### config.mk
export PLATFORM = sky130hd
export DESIGN_NAME = dual_adc_reader
export DESIGN_NICKNAME = d
export VERILOG_FILES = /design/src/rtl/adc_rd_pkg.sv /design/src/rtl/sclk_tick_gen.sv /design/src/rtl/lane_corrector.sv /design/src/rtl/dual_adc_reader.sv
export SDC_FILE = /design/constraint.sdc
export NUM_CORES = 2
export LEC_CHECK = 0
export BUFFER_PORTS_ARGS = -buffer_cell sky130_fd_sc_hd__buf_2
export CAP_MARGIN = 20
export CELL_PAD_IN_SITES_DETAIL_PLACEMENT = 1
export CELL_PAD_IN_SITES_GLOBAL_PLACEMENT = 2
export CORE_ASPECT_RATIO = 1.1
export CORE_MARGIN = 2
export CORE_UTILIZATION = 41
export DETAILED_ROUTE_END_ITERATION = 8
export PLACE_DENSITY = 0.86
export SLEW_MARGIN = 20
export SYNTH_ARGS = -nofsm -noshare
export SYNTH_HDL_FRONTEND = slang
export SYNTH_SLANG_ARGS = --single-unit
### constraint.sdc
create_clock -name clk -period 13.4 [get_ports clk]
set_clock_uncertainty 0.15 [all_clocks]
set_input_delay 1.34 -clock clk [delete_from_list [all_inputs] [get_ports clk]]
set_output_delay 1.34 -clock clk [all_outputs]
set_load 0.01 [all_outputs]
### src/rtl/adc_rd_pkg.sv
package adc_rd_pkg;
    typedef enum logic [2:0] {
        RD_IDLE    = 3'd0,
        RD_WAIT    = 3'd1,
        RD_SHIFT   = 3'd2,
        RD_CORRECT = 3'd3,
        RD_OUTPUT  = 3'd4
    } rd_state_e;
endpackage

### src/rtl/sclk_tick_gen.sv
module sclk_tick_gen #(
    parameter int DIV_W = 8
) (
    input  logic             clk,
    input  logic             rst_n,
    input  logic             run,
    input  logic [DIV_W-1:0] div,
    output logic             tick
);
    logic [DIV_W-1:0] cnt_q, cnt_d;

    always_comb begin
        tick  = run && (cnt_q == div);
        cnt_d = cnt_q + 1'b1;
        if (!run || tick) cnt_d = '0;
    end

    always_ff @(posedge clk) begin
        if (!rst_n) cnt_q <= '0;
        else        cnt_q <= cnt_d;
    end
endmodule

### src/rtl/lane_corrector.sv
module lane_corrector #(
    parameter int SW = 20,
    parameter int GW = 18,
    parameter int OW = 24
) (
    input  logic signed [SW-1:0] raw,
    input  logic signed [SW-1:0] off,
    input  logic        [GW-1:0] gain,
    output logic signed [OW-1:0] res
);
    localparam int PW    = SW + GW + 2;
    localparam int SHIFT = (GW - 1) - (OW - SW - 1);
    localparam logic signed [PW-1:0] MAXV = {{(PW-OW+1){1'b0}}, {(OW-1){1'b1}}};
    localparam logic signed [PW-1:0] MINV = {{(PW-OW+1){1'b1}}, {(OW-1){1'b0}}};

    logic signed [SW:0]   diff;
    logic signed [PW-1:0] prod;
    logic signed [PW-1:0] scaled;

    always_comb begin
        diff   = $signed({raw[SW-1], raw}) - $signed({off[SW-1], off});
        prod   = diff * $signed({1'b0, gain});
        scaled = prod >>> SHIFT;
        if (scaled > MAXV)      res = MAXV[OW-1:0];
        else if (scaled < MINV) res = MINV[OW-1:0];
        else                    res = scaled[OW-1:0];
    end
endmodule

### src/rtl/dual_adc_reader.sv
module dual_adc_reader
    import adc_rd_pkg::*;
#(
    parameter int SW    = 20,
    parameter int GW    = 18,
    parameter int OW    = 24,
    parameter int DIV_W = 8
) (
    input  logic             clk,
    input  logic             rst_n,
    input  logic             conv_start,
    input  logic             adc_rdy,
    input  logic             sdo_a,
    input  logic             sdo_b,
    input  logic [DIV_W-1:0] clk_div,
    input  logic [SW-1:0]    offset_a,
    input  logic [SW-1:0]    offset_b,
    input  logic [GW-1:0]    gain_a,
    input  logic [GW-1:0]    gain_b,
    output logic             sclk,
    output logic             out_valid,
    output logic [OW-1:0]    out_volt,
    output logic [OW-1:0]    out_curr,
    output logic             overrun
);
    localparam int NL = 2;
    localparam int BW = $clog2(SW + 1);
    localparam logic [BW-1:0] LAST_BIT = BW'(SW);

    typedef struct packed {
        rd_state_e             st;
        logic [BW-1:0]         bit_cnt;
        logic                  sclk;
        logic [NL-1:0][SW-1:0] sh;
        logic [NL-1:0][OW-1:0] res;
        logic                  valid;
        logic                  ovr;
    } rd_regs_t;

    rd_regs_t q, d;

    logic                  tick;
    logic [NL-1:0]         sdo_vec;
    logic [NL-1:0][SW-1:0] off_vec;
    logic [NL-1:0][GW-1:0] gain_vec;
    logic [NL-1:0][OW-1:0] corr;
    rd_state_e             st_w;
    logic [BW-1:0]         bit_cnt_w;

    assign sdo_vec  = {sdo_b, sdo_a};
    assign off_vec  = {offset_b, offset_a};
    assign gain_vec = {gain_b, gain_a};

    sclk_tick_gen #(.DIV_W(DIV_W)) tick_i (
        .clk  (clk),
        .rst_n(rst_n),
        .run  (q.st == RD_SHIFT),
        .div  (clk_div),
        .tick (tick)
    );

    for (genvar g = 0; g < NL; g++) begin : g_lane
        lane_corrector #(.SW(SW), .GW(GW), .OW(OW)) corr_i (
            .raw (q.sh[g]),
            .off (off_vec[g]),
            .gain(gain_vec[g]),
            .res (corr[g])
        );
    end

    always_comb begin
        d       = q;
        d.valid = 1'b0;
        d.ovr   = conv_start && (q.st != RD_IDLE);
        case (q.st)
            RD_IDLE: begin
                if (conv_start) begin
                    d.st      = RD_WAIT;
                    d.bit_cnt = '0;
                end
            end
            RD_WAIT: begin
                if (adc_rdy) d.st = RD_SHIFT;
            end
            RD_SHIFT: begin
                if (tick) begin
                    d.sclk = ~q.sclk;
                    if (!q.sclk) begin
                        for (int l = 0; l < NL; l++)
                            d.sh[l] = {q.sh[l][SW-2:0], sdo_vec[l]};
                        d.bit_cnt = q.bit_cnt + 1'b1;
                    end else if (q.bit_cnt == LAST_BIT) begin
                        d.st = RD_CORRECT;
                    end
                end
            end
            RD_CORRECT: begin
                d.res   = corr;
                d.valid = 1'b1;
                d.st    = RD_OUTPUT;
            end
            RD_OUTPUT: d.st = RD_IDLE;
            default:   d.st = RD_IDLE;
        endcase
    end

    always_ff @(posedge clk) begin
        if (!rst_n) begin
            q.st      <= RD_IDLE;
            q.bit_cnt <= '0;
            q.sclk    <= 1'b0;
            q.sh      <= '0;
            q.res     <= '0;
            q.valid   <= 1'b0;
            q.ovr     <= 1'b0;
        end else begin
            q <= d;
        end
    end

    assign sclk      = q.sclk;
    assign out_valid = q.valid;
    assign out_volt  = q.res[0];
    assign out_curr  = q.res[1];
    assign overrun   = q.ovr;
    assign st_w      = q.st;
    assign bit_cnt_w = q.bit_cnt;
endmodule

==> key figures <==
Flow run
  • # Max-Cap Violations: 0

Finish
  • Layout Area Growth over Synthesis: 4.95%
  • Commonest non-fill, non-tap cell in the layout: inv_1
  • Layout Nets: 5034
  • Most frequent cells in the layout: inv_1, fa_1, nand2_1, and2_1, ha_1
  • # fillers: 9886
  • Layout cell share with drive strength beyond 1: 6.55%
  • Fin area: 36200 sq um
  • Finished Core Util: 43.5%
  • Post-Layout Cell Count: 5032

Worst setup path
  • Highest-delay cell along the critical path: nor3b_4
  • CP delay by family, top: compound AO/OA/AOI/OAI gates
  • Startpoint types: input port
  • Worst setup EP type: flop
  • Buf/Inv on CP: 7
  • CP max FO: 25
  • CP arrival: 11.47 ns
  • Critical path type: in2reg
  • Crit path required time: 13.59 ns
  • Most used cell, CP: inv_1
  • CP max stage delay: 0.74 ns

Yosys
  • Largest family of logic cells by synthesized area: adder cells
  • Yosys reg bits: 107
  • FFs w/ async S/R, synth: 0%
  • Netlist cell types: 82
  • Post-synthesis xor/xnor area fraction: 3.86%
  • Ys flop type: dfxtp_1
  • Sequential area share after synthesis: 6.21%
  • Post-synth EDFFs: 0
  • Post-Synth Adder-Cell Area: 52.1%
  • Mapped Area: 34500 sq um
  • Synth Net Count: 5055
  • Post-synthesis mux area share: 0.207%
  • Synthesis Warnings: 0
  • Synthesized area per cell: 8.69 sq um
  • Post-Synth Simple-Gate Area: 15.9%
  • Compound-Gate Fraction of Synth Area: 7.87%
  • Mapped Cells: 3972

Clocking
  • Postcts setup bufs: 0
  • CTS tree: yes
  • CTS root buf: clkbuf_16
  • Worst skew pair latency: 0.40 ns
  • Post_cts resized: 0
  • CTS HTree Levels: 3
  • Sink Count: 107
  • TritonCTS Buffers: 9
  • Clock-pin slew on the worst setup and hold paths: 0.10 ns
  • # hold bufs at CTS: 0
  • Max Root-Sink Buffers: 2

Outcome
  • Status: completed

Die
  • Chip width: 281 microns
  • Full die area: 86500 sq um
  • Die height: 308 microns
  • Core area: 83300 sq um
  • Initial core utilization: 41.4%
  • FP Rows: 111
  • Num ports: 141

STA
  • Max-slew violation count: 0
  • Post-layout min period: 11.28 ns
  • Max_slew headroom: 26.7%
  • Final setup violation count: 0
  • Unrepaired setup endpoints after global routing: no
  • Slew @ Worst Pin: 1.10 ns
  • Setup TNS: 0 ns
  • Final Hold Fails: 0
  • Period utilization: 84.2%
  • Fmax: 0.0887 GHz

Drt
  • Vias: 25221
  • Initial drt markers: 836
  • Routed WL per cell: 18.4 microns
  • DRT Pass-1 Iters: 5
  • Vias per cell: 5.01
  • Drt drc: 0
  • Total Wirelength: 92.4 mm
  • Post-route ant nets: 0

Global routing
  • Gr ovfl total: 0
  • GRT Util Overall: 22.9%
  • Initial antenna violation count: 3
  • Vias in the first global route: 28902
  • Largest net degree at the start of global routing: 50
  • Wire length of the first global-routing pass: 156 mm

Placed design
  • DP HPWL: 76.3 mm
  • DP Area: 35900 sq um
  • RD Place Congestion: 0.822
  • Port bufs: 140
  • Placed cells: 5013

Worst hold path
  • Hold/Removal Path Class: reg2reg
Yosys cell counts, types with 17 or more instances:
master    instances  share of area [%]
a211oi_2         21               0.76
a21boi_0         47                1.0
a21o_1           36               0.78
a21oi_1         108                1.6
and2_1          355                6.4
buf_4            51                1.1
clkbuf_1        141                1.5
dfxtp_1         107                6.2
fa_1            726                 42
ha_1            267                9.7
inv_1          1014                 11
nand2_1         458                5.0
nand2b_1         26               0.47
nand3_1          20               0.29
nand4_1          17               0.31
nor2_1           91               0.99
nor2b_1          50               0.91
nor3_1           20               0.29
o21ai_0          73                1.1
xnor2_1         100                2.5
xor2_1           52                1.3
through the flow:
stage	hold WS (ns)	setup WS [ns]
after floorplan	0.294	3.57
after global placement	0.310	1.88
after detailed placement	0.317	1.72
after CTS	0.329	2.10
after global routing	0.353	1.30
final	0.327	2.12
routing by layer:
layer,part of all wire (%),global-route usage [%],up-vias,routed length [microns]
li1,-,-,11625,-
met1,44,29.7,13199,41000
met2,51,41.0,311,46800
met3,2.5,1.98,84,2360
met4,2.4,5.99,2,2200
met5,0.012,0,-,11
worst reg2reg max path: cells and delay by family, from the launching register on:
kind / cells / cell delay [ns]
AOI/OAI and AO/OA: 15 / 3.79
xor gates and xnor gates: 2 / 0.93
adders and majority gates: 8 / 3.56
buffers and inverters: 6 / 0.56
DFF: 1 / 0.33
and+or+nand+nor: 3 / 1.25
flip-flops by register name, summed over array words and instances, names as in the netlist:
register / count
sclk: 1
bit_cnt_w: 5
overrun: 1
st_w: 3
out_valid: 1
out_volt: 24
out_curr: 24
q: 40
tick_i.cnt_q: 8
final timing paths:
path | slack, ns | cells after the start | endpoint | start
max reg2reg | 2.78 | 34 | out_curr[3] | q[70]
min reg2reg | 0.33 | 2 | q[89] | q[89]
max | 2.12 | 34 | out_curr[3] | offset_b[2]
min | 0.33 | 2 | q[89] | q[89]
area by class of cell:
cell class	instances	area [sq um]	area share, %
Clock inverter	7	86.3	0.238
Sequential cell	107	2140	5.91
Tap cell	1073	1340	3.71
Multi-Input combinational cell	2647	27700	76.4
Antenna cell	3	7.51	0.0207
Clock buffer	9	225	0.622
Inverter	1014	3810	10.5
Timing Repair Buffer	172	941	2.60
cells by family (layout without fill, tap and decap cells):
group / Yosys count / in the layout
AO/OA/AOI/OAI: 392 / 392
XOR/XNOR: 152 / 152
AND/OR/NAND/NOR: 1093 / 1093
flip-flops: 107 / 107
multiplexers: 7 / 7
other: 0 / 3
buffers and inverters: 1218 / 1202
adder cells (fa/ha/maj): 1003 / 1003
Power is left out: the tool's default activity adds up to more than one toggle a clock period on the data nets, which glitch-free logic cannot reach.
